<file path="src/rtl/bcs_pkg.sv">
package bcs_pkg;

  // Control state of the copy sequencer.
  typedef enum logic {
    ST_IDLE = 1'b0,
    ST_RUN  = 1'b1
  } bcs_state_e;

  // Indices of the iteration-clock strobes produced by the timer.
  localparam int EV_RD_Q = 0;  // clock before the read strobe
  localparam int EV_CAP  = 1;  // read data returns
  localparam int EV_WR_Q = 2;  // clock before the write strobe
  localparam int EV_UPD  = 3;  // pointer/count update, end of final pass
  localparam int EV_END  = 4;  // last clock of a repeating pass
  localparam int EV_NUM  = 5;

endpackage

</file>
<file path="src/rtl/bcs_timer.sv">
module bcs_timer #(
  parameter int                  TW     = 5,
  parameter int                  NEV    = 5,
  parameter logic [NEV*TW-1:0]   EV_AT  = '0,
  parameter logic [TW-1:0]       T_LAST = '0
) (
  input  logic           clk,
  input  logic           rst,
  input  logic           run,
  output logic [TW-1:0]  t,
  output logic [NEV-1:0] hit
);

  // Clock index inside the current iteration; parked at 0 while idle.
  always_ff @(posedge clk) begin
    if (rst) begin
      t <= '0;
    end else if (!run || t == T_LAST) begin
      t <= '0;
    end else begin
      t <= t + TW'(1);
    end
  end

  // One strobe per scheduled event of the iteration.
  for (genvar i = 0; i < NEV; i++) begin : g_ev
    assign hit[i] = run && (t == EV_AT[i*TW +: TW]);
  end

endmodule

</file>
<file path="src/rtl/bcs_ptrs.sv">
module bcs_ptrs #(
  parameter int AW = 16
) (
  input  logic          clk,
  input  logic          rst,
  input  logic          load,
  input  logic          step,
  input  logic [AW-1:0] src_i,
  input  logic [AW-1:0] dst_i,
  input  logic [AW-1:0] cnt_i,
  output logic [AW-1:0] src,
  output logic [AW-1:0] dst,
  output logic [AW-1:0] cnt,
  output logic          last
);

  always_ff @(posedge clk) begin
    if (rst) begin
      src <= '0;
      dst <= '0;
      cnt <= '0;
    end else if (load) begin
      src <= src_i;
      dst <= dst_i;
      cnt <= cnt_i;
    end else if (step) begin
      // Modular arithmetic: pointers wrap at the top of the space and a
      // zero count wraps to all ones, which gives the full-space copy.
      src <= src + AW'(1);
      dst <= dst + AW'(1);
      cnt <= cnt - AW'(1);
    end
  end

  // The pass now running is the final one when one byte remains.
  assign last = (cnt == AW'(1));

endmodule

</file>
<file path="src/rtl/bcs_bus.sv">
module bcs_bus #(
  parameter int AW = 16,
  parameter int DW = 8
) (
  input  logic          clk,
  input  logic          rst,
  input  logic          rd_go,
  input  logic          cap,
  input  logic          wr_go,
  input  logic [AW-1:0] src,
  input  logic [AW-1:0] dst,
  input  logic [DW-1:0] rdata,
  output logic [AW-1:0] mem_addr,
  output logic          mem_rd,
  output logic          mem_wr,
  output logic [DW-1:0] mem_wdata
);

  // All bus outputs are registered; strobes arrive one clock early.
  always_ff @(posedge clk) begin
    if (rst) begin
      mem_addr  <= '0;
      mem_rd    <= 1'b0;
      mem_wr    <= 1'b0;
      mem_wdata <= '0;
    end else begin
      mem_rd <= rd_go;
      mem_wr <= wr_go;
      if (rd_go) begin
        mem_addr <= src;
      end else if (wr_go) begin
        mem_addr <= dst;
      end
      // The write-data register doubles as the holding register.
      if (cap) begin
        mem_wdata <= rdata;
      end
    end
  end

endmodule

</file>
<file path="src/rtl/blk_copy_seq.sv">
module blk_copy_seq
  import bcs_pkg::*;
#(
  parameter int AW      = 16,
  parameter int DW      = 8,
  parameter int MC1_LEN = 4,
  parameter int MC2_LEN = 4,
  parameter int MC3_LEN = 3,
  parameter int MC4_LEN = 5,
  parameter int MC5_LEN = 5
) (
  input  logic          clk,
  input  logic          rst,
  input  logic          start,
  input  logic [AW-1:0] src_init,
  input  logic [AW-1:0] dst_init,
  input  logic [AW-1:0] cnt_init,
  input  logic          irq_req,
  input  logic [DW-1:0] mem_rdata,
  output logic [AW-1:0] mem_addr,
  output logic          mem_rd,
  output logic          mem_wr,
  output logic [DW-1:0] mem_wdata,
  output logic          busy,
  output logic          done,
  output logic          intr_flag,
  output logic [AW-1:0] src_ptr,
  output logic [AW-1:0] dst_ptr,
  output logic [AW-1:0] byte_cnt
);

  // Iteration schedule derived from the machine-cycle lengths.
  localparam int ITER_T = MC1_LEN + MC2_LEN + MC3_LEN + MC4_LEN + MC5_LEN;
  localparam int TW     = $clog2(ITER_T);
  localparam int RD_T   = MC1_LEN + MC2_LEN;          // first clock of MC3
  localparam int WR_T   = RD_T + MC3_LEN;             // first clock of MC4
  localparam int UPD_T  = WR_T + MC4_LEN - 1;         // last clock of MC4
  localparam int END_T  = ITER_T - 1;                 // last clock of MC5

  localparam logic [TW-1:0] T_RDQ = TW'(RD_T - 1);
  localparam logic [TW-1:0] T_CAP = TW'(RD_T + 1);
  localparam logic [TW-1:0] T_WRQ = TW'(WR_T - 1);
  localparam logic [TW-1:0] T_UPD = TW'(UPD_T);
  localparam logic [TW-1:0] T_END = TW'(END_T);
  localparam logic [EV_NUM*TW-1:0] EV_AT = {T_END, T_UPD, T_WRQ, T_CAP, T_RDQ};

  bcs_state_e        state_q;
  logic [TW-1:0]     t_q;
  logic [EV_NUM-1:0] hit;
  logic              load;
  logic              last;

  assign busy = (state_q == ST_RUN);
  assign load = (state_q == ST_IDLE) && start;

  bcs_timer #(
    .TW    (TW),
    .NEV   (EV_NUM),
    .EV_AT (EV_AT),
    .T_LAST(T_END)
  ) u_timer (
    .clk(clk),
    .rst(rst),
    .run(busy),
    .t  (t_q),
    .hit(hit)
  );

  bcs_ptrs #(
    .AW(AW)
  ) u_ptrs (
    .clk  (clk),
    .rst  (rst),
    .load (load),
    .step (hit[EV_UPD]),
    .src_i(src_init),
    .dst_i(dst_init),
    .cnt_i(cnt_init),
    .src  (src_ptr),
    .dst  (dst_ptr),
    .cnt  (byte_cnt),
    .last (last)
  );

  bcs_bus #(
    .AW(AW),
    .DW(DW)
  ) u_bus (
    .clk      (clk),
    .rst      (rst),
    .rd_go    (hit[EV_RD_Q]),
    .cap      (hit[EV_CAP]),
    .wr_go    (hit[EV_WR_Q]),
    .src      (src_ptr),
    .dst      (dst_ptr),
    .rdata    (mem_rdata),
    .mem_addr (mem_addr),
    .mem_rd   (mem_rd),
    .mem_wr   (mem_wr),
    .mem_wdata(mem_wdata)
  );

  // Control: accept start, end on the final pass, stop on a sampled interrupt.
  always_ff @(posedge clk) begin
    if (rst) begin
      state_q   <= ST_IDLE;
      done      <= 1'b0;
      intr_flag <= 1'b0;
    end else begin
      case (state_q)
        ST_IDLE: begin
          if (start) begin
            state_q   <= ST_RUN;
            done      <= 1'b0;
            intr_flag <= 1'b0;
          end
        end
        ST_RUN: begin
          if (hit[EV_UPD] && last) begin
            state_q <= ST_IDLE;
            done    <= 1'b1;
          end else if (hit[EV_END] && irq_req) begin
            state_q   <= ST_IDLE;
            intr_flag <= 1'b1;
          end
        end
        default: state_q <= ST_IDLE;
      endcase
    end
  end

endmodule

</file>
<file path="config.mk">
export PLATFORM = sky130hd
export DESIGN_NAME = blk_copy_seq
export DESIGN_NICKNAME = d
export VERILOG_FILES = /design/src/rtl/bcs_pkg.sv /design/src/rtl/bcs_timer.sv /design/src/rtl/bcs_ptrs.sv /design/src/rtl/bcs_bus.sv /design/src/rtl/blk_copy_seq.sv
export SDC_FILE = /design/constraint.sdc
export NUM_CORES = 1
export LEC_CHECK = 0
export ABC_AREA = 1
export BUFFER_PORTS_ARGS = -buffer_cell sky130_fd_sc_hd__buf_2
export CAP_MARGIN = 25
export CORE_UTILIZATION = 40
export DETAILED_ROUTE_END_ITERATION = 7
export GPL_TIMING_DRIVEN = 0
export HOLD_SLACK_MARGIN = 0.15
export PLACE_DENSITY = 0.63
export SKIP_LAST_GASP = 1
export SYNTH_ARGS = -nofsm -noshare
export SYNTH_HDL_FRONTEND = slang
export SYNTH_SLANG_ARGS = --single-unit
</file>
<file path="constraint.sdc">
create_clock -name clk -period 2.3 [get_ports clk]
set_input_delay 0.69 -clock clk [delete_from_list [all_inputs] [get_ports clk]]
set_output_delay 0.69 -clock clk [all_outputs]
set_load 0.005 [all_outputs]
</file>
**Word level (Yosys, flattened, before mapping)**

Cells that the tools add are included.

- Bits of input ports: 60
- Output and inout bits: 77
- Register bits: 82

- Eq/ne operators: 10
- Muxes and demuxes: 18
- Add/subtract/negate cells: 4
- Reductions and logical operators: 15
- Bitwise gates (word level): 1

Operators with widths:

| cell | number |
|---|---|
| 16-bit two-way mux | 8 |
| 16-bit by 1-bit adder with 16-bit output, second input constant | 2 |
| 16-bit by 1-bit equality test with 1-bit output, second input constant | 1 |
| 16-bit by 1-bit subtractor with 16-bit output, second input constant | 1 |
| 5-bit by 4-bit equality test with 1-bit output, second input constant | 3 |
| 1-bit logical AND | 8 |
| 1-bit two-way mux | 7 |
| 1-bit case mux with 2 select lines | 3 |
| 5-bit by 1-bit adder with 5-bit output, second input constant | 1 |
| 5-bit by 3-bit equality test with 1-bit output, second input constant | 1 |
| 5-bit equality test, second input constant | 1 |
| 2-bit by 1-bit inequality test with 1-bit output, second input constant | 2 |
| 2-bit inequality test, second input constant | 2 |
| 2-bit nonzero test | 2 |
| 3-bit AND reduction | 1 |
| 2-bit AND reduction | 1 |
| 2-bit OR reduction | 1 |
| 1-bit zero test | 1 |
| 1-bit logical OR | 1 |
| 1-bit NOT | 1 |

**Logic depth before layout (Yosys ltp)**

Gate-level depths: netlist of run 1.

- Depth in word-level cells: 6
- Gate-level depth with buffers: 12

**Hierarchy**

Synthesis of run 1 repeated with hierarchy kept, for this count alone.

- Cell total of the unflattened synthesis: 699
- Area total of the unflattened synthesis: 4649.5 µm²

Modules (own cells, without submodules):

| module | area each (µm²) | times used | sequential area each (µm²) | cells an instance |
|---|---|---|---|---|
| bcs_ptrs | 3040.4 | 1 | 960.9 | 472 |
| bcs_bus | 1127.3 | 1 | 520.5 | 161 |
| bcs_timer | 331.6 | 1 | 100.1 | 47 |
| blk_copy_seq | 150.1 | 1 | 60.1 | 19 |

**Worst setup path after synthesis of run 1**

Ideal clock, no wire load.

- Path kind: register to register
- Start point: register u_timer.t[0]
- End point: register u_ptrs.dst[4]
- Buffers on the path: 1
- Period minus slack after synthesis: 1.761 ns
- Arrival: 1.629 ns
- Data required time: 2.168 ns
- Path slack: 0.539 ns
- Cell stages (with the launch flop): 11
- Setup time: 0.132 ns
- Cell sequence: dfxtp_1 ha_1 nand2_1 nor2_1 ha_1 nand2_2 inv_2 buf_4 or2_2 a21oi_1 nor3_1

- Cells in the longest elaborated chain, start to end: 3

RTL lines:

| item | RTL line | RTL |
|---|---|---|
| start: declaration | bcs_timer.sv:10 | `output logic [TW-1:0] t,` |
| start signal: assignment | bcs_timer.sv:21 | `t <= t + TW'(1);` |
| 5-bit by 4-bit equality test with 1-bit output | bcs_timer.sv:27 | `assign hit[i] = run && (t == EV_AT[i*TW +: TW]);` |
| 1-bit logical AND | bcs_timer.sv:27 |  |
| 2-bit nonzero test (no line) | -- |  |
| end signal: assignment | bcs_ptrs.sv:24 | `dst <= dst_i;` |
| end signal: assignment | bcs_ptrs.sv:30 | `dst <= dst + AW'(1);` |
| end: declaration | bcs_ptrs.sv:12 | `output logic [AW-1:0] dst,` |

No other way between the ends.
A chain may end at the register's enable or synchronous reset.

**Worst setup path in the final report of run 1**

- Start point: register u_timer.t[0]
- End point: register u_ptrs.src[0]

- Cells in the longest elaborated chain, start to end: 3

RTL lines:

| item | RTL line | RTL |
|---|---|---|
| 5-bit by 4-bit equality test with 1-bit output | bcs_timer.sv:27 |  |
| 1-bit logical AND | bcs_timer.sv:27 |  |
| 2-bit nonzero test (no line) | -- |  |
| end signal: assignment | bcs_ptrs.sv:23 | `src <= src_i;` |
| end signal: assignment | bcs_ptrs.sv:29 | `src <= src + AW'(1);` |
| end: declaration | bcs_ptrs.sv:11 | `output logic [AW-1:0] src,` |

No other way between the ends.

==> out/qor.yml, run 1 <==
routing:
  detail-route-antenna-nets: 0
  dr.pass1.iters: 8
  initialDrtViolationCount: 460
  drt-vias-per-instance: 5.423
  via_count: 5499
  routed_wl_mm: 17.37
  remaining_drc_errors: 0
  mean_routed_wirelength_per_cell_um: 17.13
min_path:
  timing.hold.worst.class: "flip-flop to flip-flop"
  hold_start: "u_bus.mem_addr[8]$_SDFFE_PP0P_"
logic_synthesis:
  async_flop_share: 0
  yosysTopAreaCell: "dfxtp_1"
  synth-edff-count: 0
  synth-seq-area-share: 0.3553
  synth_top_flop_cell: "dfxtp_1"
  number_of_distinct_standard_cells_referenced_by_the_synthesized_netlist: 36
  yosysWarningCount: 0
  synth_fp_nets: 790
  post_synth_inst_count: 721
  most_frequent_cell_after_synthesis: "nand2_1"
  yosys_register_bits: 82
  postSynthAreaPerCell_um2: 6.409
  synth_commonest_cells: "nand2_1, nor2_1, dfxtp_1"
  yosys-top-cells-area: "dfxtp_1, nand2_1, nor2_1"
  share_of_yosys_cell_area_claimed_by_the_top_area_cell_type: 0.3553
  synthesis.area_mm2: 0.004621
critical_path:
  end_kind: "flip-flop"
  critical_path_type: "flip-flop to flip-flop"
  path_max_fanout: 10
  timing.critical_path.from_type: "flip-flop"
  cell_chain_critical_path: "ha_1 -> nand2_1 -> nor2_1 -> ha_1 -> nand2_2 -> buf_1 -> o21ai_0 -> a21oi_1 -> nor2_1"
  cp_data_required_time_ns: 2.54
  critPathLaunch: "u_timer.t[0]$_SDFF_PP0_"
  critical-path-max-stage-delay_ns: 0.65
  critPathArrivalTime_ns: 2.48
  timing.critical_path.slowest_stage_cell: "buf_1"
  worstReg2RegStart: "u_timer.t[0]$_SDFF_PP0_"
cells_and_area:
  fraction_of_final_layout_cells_sized_beyond_drive_strength_1: 0.2243
  syn2layout_area_growth_pct: 26.97
  num-nets-final: 938
  n_antenna_cell: 0
  fillers: 1150
clock_network:
  clock_input_transition_at_the_sequential_cells_of_the_worst_setup_and_hold_paths_ns: 0.06
  cts.path.max_buffers: 2
  htreeDepth: 3
  clock_tree_from_tritoncts: "yes"
  cts_root_buffer: "clkbuf_16"
  cts_hold_repair_buffers: 0
  insertion_delay_ns: 0.36
  cts.sinks: 82
  cts_buffers: 9
global_routing:
  grt_antenna_before_repair: 0
  track_usage: 0.2976
  grt_first_pass_wirelength_mm: 26.23
  globalRoute.totalOverflow: 0
  first_global_vias: 5045
  grt_max_degree: 15
floorplan:
  die_height_um: 109.5
  top_level_ports: 137
  starting_utilization_of_the_core_area: 0.4189
  die-area_mm2: 0.01199
  die_w_um: 109.5
  total_core_area_mm2: 0.01103
  num_rows: 38
power:
  total_leakage_power_uw: 0.002705
  combinationalPowerShare: 0.159
  switching_portion_of_total_power: 0.2805
  total_internal_power_uw: 2947
  power.density_mw_per_mm2: 698.2
  share_clk_of_total_power: 0.450
  part_of_the_total_power_dissipated_in_sequential_elements: 0.390
  power.ir.vdd_worst_mv: 0.4369
  switchingPower_uw: 1149
  post-layout-total-power_uw: 4096
timing:
  worst_slew_margin_rel: 0.4585
  setup_viol: 0
  max_freq_mhz: 445.4
  worst_clock_skew_ns: 0.005513
  finalHoldViolCount: 0
  post-route-period-util: 0.9761
  rsz0062_at_grt: "true"
  report.final.slew_viol_count: 0
  final_critical_path_setup_slack_ns: 0.05502
  fin_crit_ns: 2.245
  timing_worst_slew_pin_value_ns: 0.8122
run:
  max_cap_viol_count: 0
placement:
  detailed_place_hpwl_mm: 12.89
  place.gp.congestion: 0.8930
  place_worst_setup_slack_ns: 0.1013
  io_buffers: 135
status:
  status: "finished clean"
state kept, by name, summed over array words and instances (netlist names):
signal           count
u_ptrs.src          16
u_bus.mem_rd         1
u_timer.t            5
u_ptrs.cnt          16
intr_flag            1
u_bus.mem_wdata      8
busy                 1
u_bus.mem_wr         1
u_bus.mem_addr      16
u_ptrs.dst          16
done                 1
power groups by stage:
stage | clock (uW) | sequential [uW] | combinational, uW
global placement | 0 | 1630 | 627
finish | 1840 | 1600 | 652
global route | 1910 | 1610 | 733
CTS | 1850 | 1600 | 640
floorplan | 0 | 1600 | 386
detailed placement | 0 | 1630 | 636
through the flow:
step                instance area (um2)  TNS (ns)  utilization  cells  hold slack (ns)
floorplan                          4621         0            -    721           0.4449
global placement                   5472         0       0.4960    996           0.4487
detailed placement                 5472         0       0.4960    996           0.4551
CTS                                5847         0       0.5301   1012           0.4649
global route                       5867  -0.08149       0.5319   1014           0.4824
finish                             5867         0       0.5319   1014           0.4612
cell usage in the layout, fill, tap and decap left out, types with 2 or more instances in the layout:
cell,netlist,routed
a211oi_1,7,7
a21oi_1,65,65
a311oi_1,2,2
buf_2,17,150
buf_4,3,5
bufinv_16,0,4
clkbuf_1,11,11
clkbuf_16,0,9
clkbuf_4,0,2
dfxtp_1,82,82
ha_1,9,9
inv_1,55,55
inv_2,6,6
nand2_1,159,159
nand3_1,48,48
nand3_2,2,2
nand4_1,8,8
nor2_1,126,126
nor2_4,2,2
nor3_1,10,10
o211ai_1,10,10
o21a_1,2,2
o21ai_0,37,37
o21ai_1,22,22
o22ai_1,9,9
o31ai_1,3,3
o32ai_1,2,2
or2_0,2,2
or2_2,11,11
xor2_1,2,2
final cells by class:
class | count | area (um2) | share of cell area
Multi-Input combinational cell | 545 | 2594 | 0.4421
Sequential cell | 82 | 1642 | 0.2798
Timing Repair Buffer | 137 | 690.7 | 0.1177
Clock buffer | 10 | 239.0 | 0.04073
Inverter | 62 | 232.7 | 0.03967
Tap cell | 140 | 175.2 | 0.02986
Buffer | 32 | 157.7 | 0.02687
Clock inverter | 6 | 136.4 | 0.02325
cells by family (layout without fill, tap and decap cells):
family / after synthesis / after routing / synth area share
and+or+nand+nor: 372 / 372 / 0.3379
AOI/OAI and AO/OA: 161 / 161 / 0.1933
buffers and inverters: 94 / 247 / 0.08340
xor gates and xnor gates: 3 / 3 / 0.005687
adders and majority gates: 9 / 9 / 0.02437
DFF: 82 / 82 / 0.3553
worst max-delay path, delay by kind of cell, from the launching register on:
kind	cells	cell delay, ns
AND/OR/NAND/NOR	4	0.39
buffers and inverters	1	0.65
AO/OA/AOI/OAI	2	0.31
flip-flops	1	0.35
adder cells (fa/ha/maj)	2	0.43
path summary, 6_finish.rpt:
kind                                     to  slack, ns  depth (start not counted)
max              u_ptrs.src[0]$_SDFFE_PP0P_       0.06                          9
min          u_bus.mem_addr[8]$_SDFFE_PP0P_       0.46                          2
max reg2reg      u_ptrs.src[0]$_SDFFE_PP0P_       0.06                          9
min reg2reg  u_bus.mem_addr[8]$_SDFFE_PP0P_       0.46                          2
routing by layer:
layer | share of wire | vias up | routed length, um | GRT usage
li1 | - | 2682 | - | -
met5 | 0 | - | 0 | 0
met3 | 0.081 | 36 | 1411 | 0.04801
met2 | 0.46 | 260 | 7939 | 0.4996
met4 | 0.030 | 0 | 521 | 0.1390
met1 | 0.43 | 2521 | 7498 | 0.3724
timing repair:
item	4_1_cts	5_1_grt
setup endpoints to repair	0	20
gates resized for setup	0	2
setup buffers	0	2
No activity file was read; power rests on OpenSTA's default activity.
==> run 2: changes to the inputs <==
--- a/config.mk
+++ b/config.mk
@@ -5,14 +5,13 @@
 export SDC_FILE = /design/constraint.sdc
 export NUM_CORES = 1
 export LEC_CHECK = 0
-export ABC_AREA = 1
 export BUFFER_PORTS_ARGS = -buffer_cell sky130_fd_sc_hd__buf_2
 export CAP_MARGIN = 25
 export CORE_UTILIZATION = 40
 export DETAILED_ROUTE_END_ITERATION = 7
 export GPL_TIMING_DRIVEN = 0
 export HOLD_SLACK_MARGIN = 0.15
-export PLACE_DENSITY = 0.63
+export PLACE_DENSITY = 0.65
 export SKIP_LAST_GASP = 1
 export SYNTH_ARGS = -nofsm -noshare
 export SYNTH_HDL_FRONTEND = slang
==> out/qor.yml, run 2 <==
status:
  status: "finished clean"
cells_and_area:
  layout.cells.most_common_list: "buf_2, dfxtp_1, nor2_1"
  n_antenna_cell: 0  # unchanged
  syn2layout_area_growth_pct: 27.15
  multi_input_area_mm2: 0.002243  # -14%
  num-nets-final: 696  # -26%
  register_area_mm2: 0.001649  # +0.46%
  fraction_of_final_layout_cells_sized_beyond_drive_strength_1: 0.2710  # +0.04674
  most_common_library_cell_in_the_layout_ignoring_fill_and_taps: "buf_2"
  fillers: 998  # -13%
clock_network:
  clock_input_transition_at_the_sequential_cells_of_the_worst_setup_and_hold_paths_ns: 0.09  # +0.03 ns
  insertion_delay_ns: 0.36  # about the same
  cts_buffers: 9  # unchanged
  cts.path.max_buffers: 2  # unchanged
  htreeDepth: 3  # unchanged
  clock_tree_from_tritoncts: "yes"
  cts.sinks: 82  # unchanged
  cts_root_buffer: "clkbuf_8"
critical_path:
  end_kind: "flip-flop"
  rr_endpoint: "u_ptrs.src[15]$_SDFFE_PP0P_"
  timing.critical_path.from_type: "flip-flop"
  worstReg2RegStart: "u_timer.t[0]$_SDFF_PP0_"
  ff2ff_setup_slack_ns: 0.09  # +0.03 ns
  ff2ff_path_depth: 7  # -2
  path_max_fanout: 8  # -2
  critPathArrivalTime_ns: 2.49  # about the same
  critical_path_type: "flip-flop to flip-flop"
  cp_data_required_time_ns: 2.58  # +0.04 ns
timing:
  timing.setup.tns_ns: 0  # unchanged
  final.hold.worst_slack_ns: 0.4558  # -0.005378 ns
  worst_slew_margin_rel: 0.5356  # +0.07703
  fin_crit_ns: 2.211  # -0.03410 ns
  timing_worst_slew_pin_value_ns: 0.6951  # -0.1171 ns
  max_freq_mhz: 452.3  # +1.5%
  finalHoldViolCount: 0  # unchanged
  post-route-period-util: 0.9613  # -0.01483
  worst_clock_skew_ns: 0.009580  # +0.004067 ns
  report.final.slew_viol_count: 0  # unchanged
  setup_viol: 0  # unchanged
routing:
  drt-vias-per-instance: 5.573  # +2.8%
  detail-route-antenna-nets: 0  # unchanged
  mean_routed_wirelength_per_cell_um: 17.03  # -0.58%
  initialDrtViolationCount: 179  # -61%
  remaining_drc_errors: 0  # unchanged
  via_count: 4258  # -23%
  dr.pass1.iters: 5  # -3
  routed_wl_mm: 13.01  # -25%
logic_synthesis:
  adder_cell_share_of_the_synthesized_area: 0.02815  # +0.003781
  share_of_yosys_cell_area_claimed_by_the_top_area_cell_type: 0.4104  # +0.05512
  synth-compound-area-share: 0.1723  # -0.02099
  post_synth_inst_count: 480  # -33%
  async_flop_share: 0  # unchanged
  postSynthAreaPerCell_um2: 8.334  # +30%
  synth_fp_nets: 549  # -31%
  yosys_register_bits: 82  # unchanged
  yosys-top-cells-area: "dfxtp_1, nor2_1, a311oi_1"
  synth_top_flop_cell: "dfxtp_1"
  synth-seq-area-share: 0.4104  # +0.05512
  largest_family_of_logic_cells_by_synthesized_area: "simple AND/OR/NAND/NOR gates"
  yosysWarningCount: 0  # unchanged
  most_frequent_cell_after_synthesis: "dfxtp_1"
  synth-edff-count: 0  # unchanged
  post_synth_and_or_nand_nor_area_fraction: 0.2940  # -0.04391
  synth_commonest_cells: "dfxtp_1, nor2_1, nand2_1"
  yosys-mux-area-fraction: 0  # unchanged
  number_of_distinct_standard_cells_referenced_by_the_synthesized_netlist: 43  # +19%
  synth_xor_xnor_area_share: 0.05474  # +0.04905
  yosysTopAreaCell: "dfxtp_1"
  synthesis.area_mm2: 0.004000  # -13%
floorplan:
  die_height_um: 102  # -6.8%
  total_core_area_mm2: 0.009729  # -12%
  starting_utilization_of_the_core_area: 0.4111  # -0.007761
  die_w_um: 102  # -6.8%
  num_rows: 36  # -5.3%
  top_level_ports: 137  # unchanged
  die-area_mm2: 0.01040  # -13%
power:
  power.density_mw_per_mm2: 601.6  # -14%
  total_leakage_power_uw: 0.002054  # -24%
  post-layout-total-power_uw: 3060  # -25%
  power.ir.vdd_worst_mv: 0.3278  # -25%
placement:
  io_buffers: 135  # unchanged
  place.gp.congestion: 0.8485  # -5.0%
  detailed_place_hpwl_mm: 9.633  # -25%
global_routing:
  track_usage: 0.2466  # -0.05100
  grt_antenna_before_repair: 0  # unchanged
  first_global_vias: 3817  # -24%
  globalRoute.totalOverflow: 0  # unchanged
  grt_first_pass_wirelength_mm: 19.38  # -26%
  grt_max_degree: 13  # -2
run:
  max_cap_viol_count: 0  # unchanged
min_path:
  holdPathStages: 2  # unchanged
  hold_start: "u_bus.mem_wdata[4]$_SDFFE_PP0P_"
  hold_worst_path_end: "u_bus.mem_wdata[4]$_SDFFE_PP0P_"
  timing.hold.worst.class: "flip-flop to flip-flop"
-- run 2: changes by cell type in the layout (fill, tap and decap cells not counted), sizes merged, moves of 29 or more --
cell / before / now
o21ai: 59 / 7
inv: 62 / 9
nor2: 129 / 74
nand2: 160 / 46
a21oi: 65 / 12
a311oi: 2 / 31
-- run 2: final cells by class --
type / count / share of cell area
clock inverter: 2 / 0.002460
timing repair buffer: 138 / 0.1373
buffer: 31 / 0.02435
tap: 133 / 0.03272
inverter: 9 / 0.006642
sequential: 82 / 0.3242
multi-input combinational: 356 / 0.4411
clock buffer: 13 / 0.03124
-- run 2: cells by family (layout without fill, tap and decap cells) --
logic type / Yosys count / in the layout
xor gates and xnor gates: 25 / 25
and+or+nand+nor: 230 / 230
DFF: 82 / 82
buffers and inverters: 42 / 193
adders and majority gates: 9 / 9
AOI/OAI and AO/OA: 92 / 92
-- run 2: worst max-delay path by stage --
| stage | slack (ns) | start | to | depth (start not counted) |
|---|---|---|---|---|
| 2_1_floorplan | 0.02 | u_timer.t[0]$_SDFF_PP0_ | u_ptrs.src[15]$_SDFFE_PP0P_ | 7 |
| 3_3_place_gp | -0.20 | u_timer.t[0]$_SDFF_PP0_ | u_ptrs.src[15]$_SDFFE_PP0P_ | 7 |
| 3_5_place_dp | -0.26 | u_timer.t[0]$_SDFF_PP0_ | u_ptrs.src[15]$_SDFFE_PP0P_ | 7 |
| 4_1_cts | -0.10 | u_timer.t[1]$_SDFF_PP0_ | u_ptrs.src[15]$_SDFFE_PP0P_ | 7 |
| 5_1_grt | -0.02 | u_timer.t[0]$_SDFF_PP0_ | u_ptrs.dst[12]$_SDFFE_PP0P_ | 7 |
| 6_report | 0.09 | u_timer.t[0]$_SDFF_PP0_ | u_ptrs.src[15]$_SDFFE_PP0P_ | 7 |
-- run 2: repair_timing --
item | in CTS | in global routing
hold buffers | 0 | 0
buffers inserted | 0 | 3
pin swaps | 0 | 3
resized for setup | 4 | 14
endpoints found under the setup margin | 33 | 44
-- run 2: power breakdown --
| group | leakage [uW] | switching, uW | internal [uW] |
|---|---|---|---|
| Clock | 0.0000855 | 525 | 445 |
| Sequential | 0.000673 | 127 | 1500 |
| Combinational | 0.00129 | 258 | 206 |
-- run 2: layer usage --
| layer | routed length (um) | share of wire | GRT usage | up-vias |
|---|---|---|---|---|
| li1 | - | - | - | 2059 |
| met1 | 5776 | 0.44 | 0.3368 | 2002 |
| met2 | 6042 | 0.46 | 0.3965 | 179 |
| met3 | 929 | 0.071 | 0.03215 | 18 |
| met4 | 264 | 0.020 | 0.09341 | 0 |
| met5 | 0 | 0 | 0 | - |
-- run 2: critical path, cell delays in order (launching register included) --
cell and delay (ns):
dfxtp_4 0.38, ha_4 0.15, and3_4 0.19, ha_4 0.19
nand3_4 0.12, or3_4 0.37, or4_1 0.47, a311oi_1 0.26
-- run 2: stage by stage --
| stage | cell area [um2] | setup slack [ns] | cells | utilization |
|---|---|---|---|---|
| global placement | 4842 | -0.2041 | 748 | 0.4977 |
| global route | 5086 | -0.01673 | 764 | 0.5228 |
| CTS | 5025 | -0.1001 | 762 | 0.5165 |
| finish | 5086 | 0.08912 | 764 | 0.5228 |
| floorplan | 4000 | 0.02057 | 480 | - |
| detailed placement | 4842 | -0.2551 | 748 | 0.4977 |
